## config.mk

```make
export PLATFORM = sky130hd
export DESIGN_NAME = rfalu_core
export DESIGN_NICKNAME = d
export VERILOG_FILES = /design/src/rtl/rfalu_pkg.sv /design/src/rtl/rfalu_regfile.sv /design/src/rtl/rfalu_divider.sv /design/src/rtl/rfalu_ops.sv /design/src/rtl/rfalu_core.sv
export SDC_FILE = /design/constraint.sdc
export NUM_CORES = 1
export LEC_CHECK = 0
export CAP_MARGIN = 5
export CORE_MARGIN = 2
export CORE_UTILIZATION = 25
export CTS_CLUSTER_DIAMETER = 150
export CTS_CLUSTER_SIZE = 40
export DETAILED_ROUTE_END_ITERATION = 10
export SLEW_MARGIN = 25
export SYNTH_ARGS = -nofsm -noshare
export SYNTH_HDL_FRONTEND = slang
export SYNTH_HIERARCHICAL = 1
export SYNTH_SLANG_ARGS = --single-unit
```

## constraint.sdc

```tcl
create_clock -name clk -period 32.2 [get_ports clk]
set_clock_uncertainty 0.05 [all_clocks]
set_input_delay 6.44 -clock clk [delete_from_list [all_inputs] [get_ports clk]]
set_output_delay 6.44 -clock clk [all_outputs]
set_load 0.005 [all_outputs]
```

## src/rtl/rfalu_pkg.sv

```systemverilog
package rfalu_pkg;
  typedef enum logic [2:0] {
    OP_NONE = 3'd0,
    OP_LOAD = 3'd1,
    OP_ADD  = 3'd2,
    OP_SUB  = 3'd3,
    OP_AND  = 3'd4,
    OP_DIV  = 3'd5,
    OP_CMP  = 3'd6,
    OP_RSVD = 3'd7
  } op_e;

  function automatic logic op_writes(input op_e op);
    return (op == OP_LOAD) || (op == OP_ADD) || (op == OP_SUB) ||
           (op == OP_AND)  || (op == OP_DIV);
  endfunction
endpackage

```

## src/rtl/rfalu_regfile.sv

```systemverilog
module rfalu_regfile #(
  parameter int DATA_W = 8,
  parameter int REG_N  = 16,
  localparam int SEL_W = $clog2(REG_N)
) (
  input  logic              clk,
  input  logic              rst_n,
  input  logic [SEL_W-1:0]  ra_sel,
  output logic [DATA_W-1:0] ra_data,
  input  logic [SEL_W-1:0]  rb_sel,
  output logic [DATA_W-1:0] rb_data,
  input  logic [SEL_W-1:0]  rc_sel,
  output logic [DATA_W-1:0] rc_data,
  input  logic              we,
  input  logic [SEL_W-1:0]  waddr,
  input  logic [DATA_W-1:0] wdata
);
  logic [DATA_W-1:0] mem [REG_N];

  for (genvar g = 0; g < REG_N; g++) begin : g_reg
    always_ff @(posedge clk) begin
      if (!rst_n)
        mem[g] <= '0;
      else if (we && (waddr == SEL_W'(g)))
        mem[g] <= wdata;
    end
  end

  assign ra_data = mem[ra_sel];
  assign rb_data = mem[rb_sel];
  assign rc_data = mem[rc_sel];

  AST_WRITE_LANDS: assert property (@(posedge clk) disable iff (!rst_n)
    we |=> (mem[$past(waddr)] == $past(wdata)));
endmodule

```

## src/rtl/rfalu_divider.sv

```systemverilog
module rfalu_divider #(
  parameter int DATA_W = 8
) (
  input  logic [DATA_W-1:0] num,
  input  logic [DATA_W-1:0] den,
  output logic [DATA_W-1:0] quo,
  output logic [DATA_W-1:0] rem
);
  logic [DATA_W:0] part [DATA_W+1];

  assign part[0] = '0;

  for (genvar k = 0; k < DATA_W; k++) begin : g_stage
    logic [DATA_W:0] shifted;
    logic            fits;
    assign shifted = {part[k][DATA_W-1:0], num[DATA_W-1-k]};
    assign fits    = shifted >= {1'b0, den};
    assign quo[DATA_W-1-k] = fits;
    assign part[k+1] = fits ? (shifted - {1'b0, den}) : shifted;
  end

  assign rem = part[DATA_W][DATA_W-1:0];
endmodule

```

## src/rtl/rfalu_ops.sv

```systemverilog
module rfalu_ops
  import rfalu_pkg::*;
#(
  parameter int DATA_W = 8
) (
  input  op_e               op,
  input  logic [DATA_W-1:0] lhs,
  input  logic [DATA_W-1:0] rhs,
  input  logic [DATA_W-1:0] imm,
  output logic [DATA_W-1:0] result,
  output logic [DATA_W-1:0] div_quo,
  output logic [DATA_W-1:0] div_rem,
  output logic              div_zero,
  output logic              lt,
  output logic              eq,
  output logic              gt
);
  logic [DATA_W-1:0] sum_v, diff_v, and_v;

  assign sum_v  = lhs + rhs;
  assign diff_v = lhs - rhs;
  assign and_v  = lhs & rhs;

  rfalu_divider #(.DATA_W(DATA_W)) u_div (
    .num(lhs), .den(rhs), .quo(div_quo), .rem(div_rem)
  );

  assign div_zero = (rhs == '0);
  assign eq = (lhs == rhs);
  assign lt = (lhs < rhs);
  assign gt = !eq && !lt;

  always_comb begin
    unique case (op)
      OP_LOAD: result = imm;
      OP_ADD:  result = sum_v;
      OP_SUB:  result = diff_v;
      OP_AND:  result = and_v;
      OP_DIV:  result = div_quo;
      default: result = '0;
    endcase
  end
endmodule

```

## src/rtl/rfalu_core.sv

```systemverilog
module rfalu_core
  import rfalu_pkg::*;
#(
  parameter int DATA_W = 8,
  parameter int REG_N  = 16,
  localparam int SEL_W = $clog2(REG_N)
) (
  input  logic              clk,
  input  logic              rst_n,
  input  logic              cmd_valid,
  output logic              cmd_ready,
  input  logic [2:0]        cmd_op,
  input  logic [SEL_W-1:0]  cmd_dst,
  input  logic [SEL_W-1:0]  cmd_lsel,
  input  logic [SEL_W-1:0]  cmd_rsel,
  input  logic [DATA_W-1:0] cmd_imm,
  input  logic [SEL_W-1:0]  rd_sel,
  output logic [DATA_W-1:0] rd_data,
  output logic              cond_gt,
  output logic              cond_eq,
  output logic              cond_lt,
  output logic              div_err
);
  op_e               op;
  logic              accept;
  logic [DATA_W-1:0] lhs, rhs, result, quo, rem;
  logic              dz, c_lt, c_eq, c_gt;
  logic [2:0]        cond_q;
  logic              err_q;

  assign op        = op_e'(cmd_op);
  assign cmd_ready = rst_n;
  assign accept    = cmd_valid && cmd_ready;

  rfalu_regfile #(.DATA_W(DATA_W), .REG_N(REG_N)) u_rf (
    .clk(clk), .rst_n(rst_n),
    .ra_sel(cmd_lsel), .ra_data(lhs),
    .rb_sel(cmd_rsel), .rb_data(rhs),
    .rc_sel(rd_sel),   .rc_data(rd_data),
    .we(accept && op_writes(op)), .waddr(cmd_dst), .wdata(result)
  );

  rfalu_ops #(.DATA_W(DATA_W)) u_ops (
    .op(op), .lhs(lhs), .rhs(rhs), .imm(cmd_imm),
    .result(result), .div_quo(quo), .div_rem(rem), .div_zero(dz),
    .lt(c_lt), .eq(c_eq), .gt(c_gt)
  );

  always_ff @(posedge clk) begin
    if (!rst_n) begin
      cond_q <= '0;
      err_q  <= 1'b0;
    end else if (accept) begin
      if (op == OP_CMP)
        cond_q <= {c_gt, c_eq, c_lt};
      if (op == OP_DIV && dz)
        err_q <= 1'b1;
    end
  end

  assign {cond_gt, cond_eq, cond_lt} = cond_q;
  assign div_err = err_q;

  AST_COND_ONEHOT: assert property (@(posedge clk) disable iff (!rst_n)
    $onehot0({cond_gt, cond_eq, cond_lt}));
  AST_COND_HOLD: assert property (@(posedge clk) disable iff (!rst_n)
    !(accept && op == OP_CMP) |=> $stable({cond_gt, cond_eq, cond_lt}));
  AST_ERR_STICKY: assert property (@(posedge clk) disable iff (!rst_n)
    div_err |=> div_err);
  AST_DIV_ZERO_ONES: assert property (@(posedge clk) disable iff (!rst_n)
    dz |-> (quo == '1));
  AST_DIV_IDENTITY: assert property (@(posedge clk) disable iff (!rst_n)
    !dz |-> ((rem < rhs) &&
             ((2*DATA_W)'(quo) * (2*DATA_W)'(rhs) + (2*DATA_W)'(rem)
              == (2*DATA_W)'(lhs))));
endmodule

```

======== Word level (Yosys, flattened, before mapping) ========
Memory sizes are Yosys's and may differ from the RTL's.
Cells that the tools add are included.
operators by class
  add/subtract/negate cells ............... 9
  magnitude comparators ................... 9
  equality and inequality tests ........... 22
  muxes and demuxes ....................... 73
  bitwise logic cells ..................... 17
  reduce and logical (&&, ||, !) cells .... 30
operator list
  cell                  number
  $mux W8               23
  $ge A9 B8 Y1          7
  $sub A8 B8 Y8         7
  $mux W1               49
  $pmux W8 S5           1
  $eq A4 B4 Y1 const B  8
  $logic_and A1 B1 Y1   20
  $eq A4 B3 Y1 const B  4
  $or A1 B1 Y1          16
  $eq A3 B3 Y1 const B  3
  $add A8 B8 Y8         1
  $and A8 B8 Y8         1
  $eq A4 B2 Y1 const B  2
  $eq A8 B8 Y1          1
  $ge A1 B8 Y1          1
  $logic_not A8 Y1      1
  $lt A8 B8 Y1          1
  $sub A1 B8 Y8         1
  $eq A3 B2 Y1 const B  2
  $eq A4 B1 Y1 const B  1
  $logic_not A4 Y1      1
  $logic_or A1 B1 Y1    4
  $reduce_and A2 Y1     2
  $eq A3 B1 Y1 const B  1
  $logic_not A1 Y1      2
word-level totals
  bits in registers ....................... 4
  RAM bits ................................ 128
  input bits .............................. 30
  output and inout bits ................... 13
  logic and storage cells ................. 163
  memories kept ........................... 1
memory list
  memory    words  bits a word  rd ports  clocked after Yosys merged registers in  wr ports  line                 text
  u_rf.mem  16     8            3         0                                        16        rfalu_regfile.sv:18  logic [DATA_W-1:0] mem [REG_N];

======== Depth between registers and ports, before layout ========
Gate-level depths: netlist of run 1.
An unclocked memory read counts as a cell.
  word-level depth ........................ 18
  gate-level depth with buffers ........... 99
  depth with buffers taken out ............ 90

======== By module ========
Netlist of run 1, hierarchy kept.
modules (own cells, without submodules)
  module         times used  cells each  area each (um2)  sequential area each (um2)
  rfalu_regfile  1           521         7993.9           3843.7
  rfalu_divider  1           455         3345.7           0.0
  rfalu_ops      1           145         969.7            0.0
  rfalu_core     1           24          203.9            80.1

======== Worst setup path before layout of run 1 ========
No wires, ideal clock.
  path type ............................... input to register
  start point ............................. input cmd_rsel[0]
  end point ............................... memory u_rf.mem[0][0] (data pin)
  setup time .............................. 0.255 ns
  data arrival time ....................... 23.993 ns
  required time ........................... 31.895 ns
  slack ................................... 7.902 ns
  stages on the path ...................... 91
  path buffers ............................ 9
  cells stage by stage .................... buf_6 buf_4 mux4_2 a22oi_1 nand2_1 inv_1 ha_1 o211ai_1 a21oi_1 inv_1 ha_1 nor2b_1 o21ai_1 a21o_1 and3_1 buf_4 inv_2 clkbuf_1 [... 55 more ...] o21ai_0 a21oi_1 o21ai_0 nand2b_1 a21o_1 a21o_1 a41o_1 a21oi_1 and4_1 buf_6 inv_2 buf_4 mux2i_1 nor2_1 a21oi_1 o22ai_1 clkbuf_1 and2_1
RTL lines
  item                line                 text
  start: declaration  rfalu_core.sv:15     input logic [SEL_W-1:0] cmd_rsel,
  end: declaration    rfalu_regfile.sv:18

==> flow_metrics.py, run 1 <==
metrics = {
    "detailed_routing": {
        "vias": 9680,
        "antenna_left": 0,
        "first_iter_violations": 922,
        "highest_layer": "met4",
        "drt-pass1-iter-count": 7,
        "drt-met1-wl_um": 15860,
        "wl_met2_um": 17960,
        "wl_um": 38480,
        "drc": 0,
        "vias_per_cell": 5.345,
        "wl_per_cell_um": 21.25,
        "wl_met3_um": 3131,
    },
    "critical_path": {
        "cp.required_ns": 32.32,
        "arrival_ns": 26.69,
        "critPathMaxFanout": 32,
        "critical_path_class": "in2reg",
        "cpMostUsedCell": "o21ai_0",
        "cp-end-kind": "flip-flop",
        "cp_slowest_cell": "a2111oi_0",
        "slowest_delay_ns": 0.63,
        "cp-start-kind": "primary input",
    },
    "sta": {
        "hold_violations": 0,
        "post-route-min-period_ns": 26.56,
        "fin_tns_setup_ns": 0,
        "slew_violations": 0,
        "timing.fmax_mhz": 37.65,
        "rsz0062_at_grt": "no",
        "setup_violations": 0,
        "relSlewSlack": 0.3352,
        "worstMarginPinSlew_ns": 0.9906,
        "fin_crit_sh": 0.8250,
    },
    "cells_and_area": {
        "multi_input_area_um2": 7747,
        "diodes": 0,
        "nets": 1245,
        "regArea_um2": 3924,
        "drive_above_1_share": 0.1282,
        "fillCellCount": 5031,
        "areaGrowthSynthToFinish_pct": 13.15,
    },
    "floorplan": {
        "dieArea_um2": 50930,
        "core-area_um2": 48750,
        "initial_utilization": 0.2520,
        "num_io_pins": 43,
        "die_w_um": 225.7,
        "rows": 81,
        "die_h_um": 225.7,
    },
    "yosys": {
        "yosysWarnings": 6,
        "synthCells": 1122,
        "postSynthAreaPerCell_um2": 10.95,
        "syn_nets": 1233,
        "syn_area_um2": 12280,
    },
    "cts": {
        "ctsHoldBuffers": 0,
        "cts_resized": 0,
        "clkSinkCount": 132,
        "htree_levels": 4,
        "cts_tree": "built",
        "path_clk_slew_ns": 0.06,
        "clkLatencyLatePin_ns": 0.43,
        "cts-root-buf": "clkbuf_16",
        "ctsLongestPathBuffers": 2,
        "cts_made_buffers": 17,
        "post_cts_buffers": 0,
    },
    "global_routing": {
        "grtUsageTotal": 0.1511,
        "grt_antenna_before_repair": 0,
        "first_global_vias": 9526,
        "gr-total-overflow": 0,
        "grt_max_degree": 33,
        "grt_pass1_wl_um": 57620,
    },
    "run": {
        "max-cap-violations": 0,
    },
    "place": {
        "io_buffers": 42,
        "gp_congestion": 0.9119,
        "dpl.hpwl_um": 27640,
    },
    "hold_path": {
        "min_path_type": "reg2reg",
    },
    "outcome": {
        "status": "finished, final reports clean",
    },
}
==> cell type report <==
class | count | area share
Sequential cell | 132 | 0.2823
Timing Repair Buffer | 61 | 0.03943
Tap cell | 664 | 0.05977
Clock inverter | 11 | 0.01080
Inverter | 61 | 0.01647
Clock buffer | 21 | 0.03385
Multi-Input combinational cell | 861 | 0.5574
==> worst max-delay path, delay by kind of cell <==
kind                       cells  cell delay, ns
muxes                          3            0.79
buffers and inverters         10            2.13
and+or+nand+nor               17            3.14
AOI/OAI and AO/OA             45           11.58
adders and majority gates      8            2.50
==> final timing paths <==
| path | startpoint | to | slack [ns] | cells after the start |
|---|---|---|---|---|
| setup / recovery | cmd_rsel[1] | u_rf/mem[9][0]$_SDFFCE_PN0P_ | 5.64 | 83 |
| hold / removal | div_err$_SDFFE_PN0P_ | div_err$_SDFFE_PN0P_ | 0.40 | 2 |
| setup reg to reg | u_rf/mem[3][1]$_SDFFCE_PN0P_ | u_rf/mem[9][0]$_SDFFCE_PN0P_ | 12.13 | 81 |
| hold reg to reg | div_err$_SDFFE_PN0P_ | div_err$_SDFFE_PN0P_ | 0.40 | 2 |
==> sequential cells by signal (all words and copies together), names as in the netlist <==
signal / flops
cond_q: 3
div_err: 1
u_rf/mem: 128
==> cell usage in the layout, fill, tap and decap left out, drive strengths merged, types with 5 or more instances in the layout <==
master         count
and2             133
edfxtp           128
mux4              96
nor2              83
ha                73
nand2             69
inv               63
o21ai             52
a22oi             51
a21oi             40
clkdlybuf4s50     39
nor2b             22
mux2i             22
buf               22
clkbuf            21
nand4             16
xnor2             15
mux2              13
a21o              13
nand2b            12
nor3              11
xor2               9
a21boi             9
nand3              8
and3               8
fa                 8
o31ai              6
o211ai             6
nand3b             5
a31oi              5
a221o              5
nor4               5
o22ai              5
==> routing by layer <==
| metal | global-route usage | up-vias |
|---|---|---|
| li1 | - | 4326 |
| met1 | 0.1942 | 4785 |
| met2 | 0.2475 | 479 |
| met3 | 0.03005 | 90 |
| met4 | 0.06366 | 0 |
| met5 | 0 | - |
==> metrics by stage <==
step	setup WS, ns	cells	hold slack [ns]	util	area (um^2)
2_1_floorplan	8.318	1122	0.3919	-	12280
3_3_place_gp	5.966	1779	0.3942	0.2716	13240
3_5_place_dp	5.303	1779	0.3973	0.2720	13260
4_1_cts	5.680	1811	0.4065	0.2847	13880
5_1_grt	3.672	1811	0.4264	0.2851	13900
6_report	5.636	1811	0.4004	0.2851	13900
Power of run 1 is left out: the tool's default activity adds up to more than one toggle a clock period on the data nets, which glitch-free logic cannot reach.
==> run 2: changes to the inputs <==
==> constraint.sdc (replaced) <==
create_clock -name clk -period 25.9 [get_ports clk]
set_clock_uncertainty 0.05 [all_clocks]
set_input_delay 5.18 -clock clk [delete_from_list [all_inputs] [get_ports clk]]
set_output_delay 5.18 -clock clk [all_outputs]
set_load 0.005 [all_outputs]
==> run 2 against run 1 <==
Compared with the run above:
- critical path depth is 2 higher
- first-iteration DRC count grew 8.7%
- flip-flop and latch count unchanged
- critical endpoint is now u_rf/mem[12][0]$_SDFFCE_PN0P_
- routed wire length fell by 2.1%
- sequential share of layout area fell by 0.091 points
- via count shrank 0.43%
- utilization is 0.092 points higher
- non-clock buffer count grew 5
- global-route usage decreased by 0.28 points
==> flow_metrics.py, run 2 (synthesized netlist as in run 1, its figures left out) <==
metrics = {
    "outcome": {
        "status": "finished, final reports clean",
    },
    "cts": {
        "htree_levels": 4,
        "clkSinkCount": 132,
        "cts_tree": "built",
        "clkLatencyLatePin_ns": 0.43,
        "ctsLongestPathBuffers": 2,
        "cts_made_buffers": 17,
        "cts-root-buf": "clkbuf_16",
        "path_clk_slew_ns": 0.06,
    },
    "place": {
        "io_buffers": 42,
        "dpl.hpwl_um": 28050,
        "numPlacedInstances": 1782,
        "gp_congestion": 0.9172,
        "place_area_um2": 13290,
    },
    "cells_and_area": {
        "largest_register_ffs": 128,
        "top_register": "u_rf/mem",
        "multi_input_area_um2": 7739,
        "mostFrequentLayoutCell": "and2_1",
        "fin_area_um2": 13940,
        "instances_no_fill": 1816,
        "areaGrowthSynthToFinish_pct": 13.52,
        "fillCellCount": 5014,
        "drive_above_1_share": 0.1285,
        "diodes": 0,
        "nets": 1250,
        "regArea_um2": 3924,
        "layout_common_cells": "133 x and2_1, 128 x edfxtp_1, 80 x nor2_1, 73 x ha_1, 69 x nand2_1",
    },
    "sta": {
        "timing.fmax_mhz": 41.24,
        "worstMarginPinSlew_ns": 1.100,
        "hold_violations": 0,
        "fin_tns_setup_ns": 0,
        "relSlewSlack": 0.2616,
        "post-route-min-period_ns": 24.25,
        "fin_crit_sh": 0.9362,
        "setup_violations": 0,
        "slew_violations": 0,
        "rsz0062_at_grt": "no",
    },
    "global_routing": {
        "busiest_layer": "met2",
        "first_global_vias": 9513,
        "grt_max_degree": 33,
        "grt_pass1_wl_um": 57470,
        "grt_antenna_before_repair": 0,
        "grtUsageMet2": 0.2472,
        "grtUsageMet3": 0.02173,
        "gr-total-overflow": 0,
        "grtUsageTotal": 0.1483,
        "met1_usage": 0.2000,
    },
    "detailed_routing": {
        "wl_per_cell_um": 20.75,
        "vias_per_cell": 5.307,
        "drc": 0,
        "wl_um": 37680,
        "first_iter_violations": 1002,
        "antenna_left": 0,
        "drt-pass1-iter-count": 5,
        "vias": 9638,
    },
    "critical_path": {
        "slowest_delay_ns": 0.63,
        "cp.required_ns": 26.02,
        "arrival_ns": 24.37,
        "critPathMaxFanout": 16,
        "cp_slowest_cell": "clkdlybuf4s50_1",
        "cp-end-kind": "flip-flop",
        "critical_path_class": "in2reg",
        "cp-start-kind": "primary input",
    },
    "floorplan": {
        "core-area_um2": 48750,
        "initial_utilization": 0.2520,
        "die_h_um": 225.7,
        "num_io_pins": 43,
        "rows": 81,
        "die_w_um": 225.7,
        "dieArea_um2": 50930,
    },
    "hold_path": {
        "min_path_type": "reg2reg",
    },
    "run": {
        "max-cap-violations": 0,
    },
}
## run 2: timing repair
action	4_1_cts	5_1_grt
setup endpoints to repair	0	16
hold buffers	0	0
gates resized for setup	0	9
setup buffers	0	2
## run 2: path summary, 6_finish.rpt
path	startpoint	end	slack, ns	cells after the start
max	cmd_rsel[2]	u_rf/mem[12][0]$_SDFFCE_PN0P_	1.65	85
max reg2reg	u_rf/mem[1][0]$_SDFFCE_PN0P_	u_rf/mem[12][0]$_SDFFCE_PN0P_	6.76	84
min reg2reg	div_err$_SDFFE_PN0P_	div_err$_SDFFE_PN0P_	0.40	2
min	div_err$_SDFFE_PN0P_	div_err$_SDFFE_PN0P_	0.40	2
## run 2: worst max-delay path: cells and delay by family
kind                     cells  cell delay, ns
buffers and inverters       10            1.85
AO/OA/AOI/OAI               44           10.74
AND/OR/NAND/NOR             20            3.58
adder cells (fa/ha/maj)      8            2.48
multiplexers                 3            0.51
## run 2: metal layers
layer  wire (um)  share of wire
met4         828          0.022
met3        2940          0.078
met2       17920           0.48
met1       15980           0.42
met5           0              0
## run 2: through the flow
stage               setup slack [ns]  utilization  hold slack (ns)
finish                         1.653       0.2861           0.3993
global route                 0.02724       0.2861           0.4293
CTS                           0.7856       0.2853           0.4087
detailed placement            0.3542       0.2726           0.4001
global placement              0.8597       0.2725           0.3966
floorplan                      3.278            -           0.3919
## run 2: final cells by class
class,instances,share of cell area
clock inverters,12,0.01301
multi-input cells,861,0.5550
inverters,61,0.01669
flip-flops and latches,132,0.2814
repair buffers,66,0.04307
well taps,664,0.05958
clock buffers,20,0.03131
Power of run 2 is left out for the same reason.
==> run 3: changes to the inputs <==
--- a/config.mk
+++ b/config.mk
@@ -11,6 +11,8 @@
 export CTS_CLUSTER_DIAMETER = 150
 export CTS_CLUSTER_SIZE = 40
 export DETAILED_ROUTE_END_ITERATION = 10
+export GPL_TIMING_DRIVEN = 0
+export MAX_ROUTING_LAYER = met4
 export SLEW_MARGIN = 25
 export SYNTH_ARGS = -nofsm -noshare
 export SYNTH_HDL_FRONTEND = slang
==> run 3 against run 2 <==
Compared with the run above:
- utilization rose by 0.86 points
- largest cell class unchanged
- global-route usage rose by 0.83 points
- maximum frequency barely moved
- non-clock buffer count rose by 52
==> flow_metrics.py, run 3 (synthesized netlist as in run 1, its figures left out) <==
metrics = {
    "outcome": {
        "status": "finished, final reports clean",
    },
    "floorplan": {
        "die_h_um": 225.7,
        "die_w_um": 225.7,
        "rows": 81,
        "dieArea_um2": 50930,
        "initial_utilization": 0.2520,
        "core-area_um2": 48750,
        "num_io_pins": 43,
    },
    "sta": {
        "fin_tns_setup_ns": 0,
        "slew_violations": 0,
        "post-route-min-period_ns": 24.25,
        "worstMarginPinSlew_ns": 1.015,
        "timing.fmax_mhz": 41.24,
        "hold_violations": 0,
        "setup_violations": 0,
        "fin_crit_sh": 0.9362,
        "worst_slack_ns": 1.652,
        "relSlewSlack": 0.3187,
        "hold_slack_ns": 0.4099,
    },
    "critical_path": {
        "slowest_delay_ns": 0.64,
        "cp-start-kind": "primary input",
        "r2r-start": "u_rf/mem[1][7]$_SDFFCE_PN0P_",
        "cp.required_ns": 26.02,
        "arrival_ns": 24.37,
        "crit_start": "cmd_lsel[1]",
        "critPathMaxFanout": 16,
        "critical_path_class": "in2reg",
        "cp-end-kind": "flip-flop",
        "cpMostUsedCell": "ha_1",
        "cp_slowest_cell": "clkdlybuf4s50_1",
    },
    "detailed_routing": {
        "vias": 9828,
        "drt-pass1-iter-count": 5,
        "wl_um": 38500,
        "vias_per_cell": 5.258,
        "antenna_left": 0,
        "wl_per_cell_um": 20.60,
        "first_iter_violations": 832,
        "drc": 0,
    },
    "cts": {
        "cts-root-buf": "clkbuf_16",
        "htree_levels": 4,
        "cts_tree": "built",
        "clkLatencyLatePin_ns": 0.42,
        "ctsLongestPathBuffers": 2,
        "clkSinkCount": 132,
        "path_clk_slew_ns": 0.06,
        "cts_made_buffers": 17,
    },
    "global_routing": {
        "grtUsageTotal": 0.1566,
        "grt_pass1_wl_um": 58680,
        "grtUsageMet2": 0.2506,
        "grt_antenna_before_repair": 0,
        "first_global_vias": 9866,
        "grtUsageMet3": 0.02836,
        "busiest_layer": "met2",
        "met1_usage": 0.1978,
        "grt_max_degree": 17,
        "gr-total-overflow": 0,
    },
    "cells_and_area": {
        "instances_no_fill": 1869,
        "areaGrowthSynthToFinish_pct": 16.95,
        "drive_above_1_share": 0.1570,
        "top_register": "u_rf/mem",
        "nets": 1302,
        "largest_register_ffs": 128,
        "layout_common_cells": "133 x and2_1, 128 x edfxtp_1, 80 x nor2_1, 73 x ha_1, 67 x nand2_1",
        "mostFrequentLayoutCell": "and2_1",
    },
    "run": {
        "max-cap-violations": 0,
    },
    "place": {
        "io_buffers": 39,
        "numPlacedInstances": 1829,
        "preCtsSetupSlack_ns": -1.179,
        "gp_congestion": 0.9257,
        "dpl.hpwl_um": 29180,
    },
    "hold_path": {
        "min_path_type": "reg2reg",
        "hp-start": "cond_q[2]$_SDFFE_PN0P_",
    },
}
==> run 3: changes by cell type in the layout (fill, tap and decap cells not counted), sizes merged <==
cell,change
buf,+21
bufinv,+1
clkbuf,+24
clkdlybuf4s25,+6
clkdlybuf4s50,+1
clkinv,+1
diode,+1
dlymetal6s2s,-1
inv,-1
==> run 3: critical path, delay by kind of cell <==
family	cells	cell delay (ns)
simple gates	19	2.98
buf+inv	18	2.76
compound gates	44	10.09
fa+ha+maj	9	2.47
mux	4	0.80
==> run 3: worst paths after layout <==
kind,to,slack (ns),cells after the start
max,u_rf/mem[11][0]$_SDFFCE_PN0P_,1.65,94
min,cond_q[2]$_SDFFE_PN0P_,0.41,2
max reg2reg,u_rf/mem[11][0]$_SDFFCE_PN0P_,6.71,92
min reg2reg,cond_q[2]$_SDFFE_PN0P_,0.41,2
==> run 3: area by class of cell <==
cell class | instances | area [um^2]
inverter | 61 | 232.7
clock inverter | 13 | 207.7
sequential | 132 | 3924
antenna | 1 | 2.502
buffer | 67 | 451.7
fill | 4986 | 34380
tap | 664 | 830.8
timing repair buffer | 51 | 480.5
multi-input combinational | 861 | 7804
clock buffer | 19 | 432.9
==> run 3: timing repair <==
item / 4_1_cts / 5_1_grt
gates resized for setup: 15 / 31
endpoints found under the setup margin: 16 / 26
pin swaps: 0 / 1
buffers inserted: 1 / 7
hold buffers: 0 / 0
==> run 3: stage by stage <==
stage	cell area (um^2)	utilization
after detailed placement	13540	0.2778
after global placement	13510	0.2770
after CTS	14210	0.2915
after floorplan	12280	-
after global routing	14360	0.2947
final	14370	0.2947
==> run 3: metal layers <==
metal  up-vias  part of all wire
met5         -                 0
met4         0             0.034
met3        83             0.073
met2       441              0.47
met1      4861              0.42
li1       4443                 -
Power of run 3 is left out for the same reason.
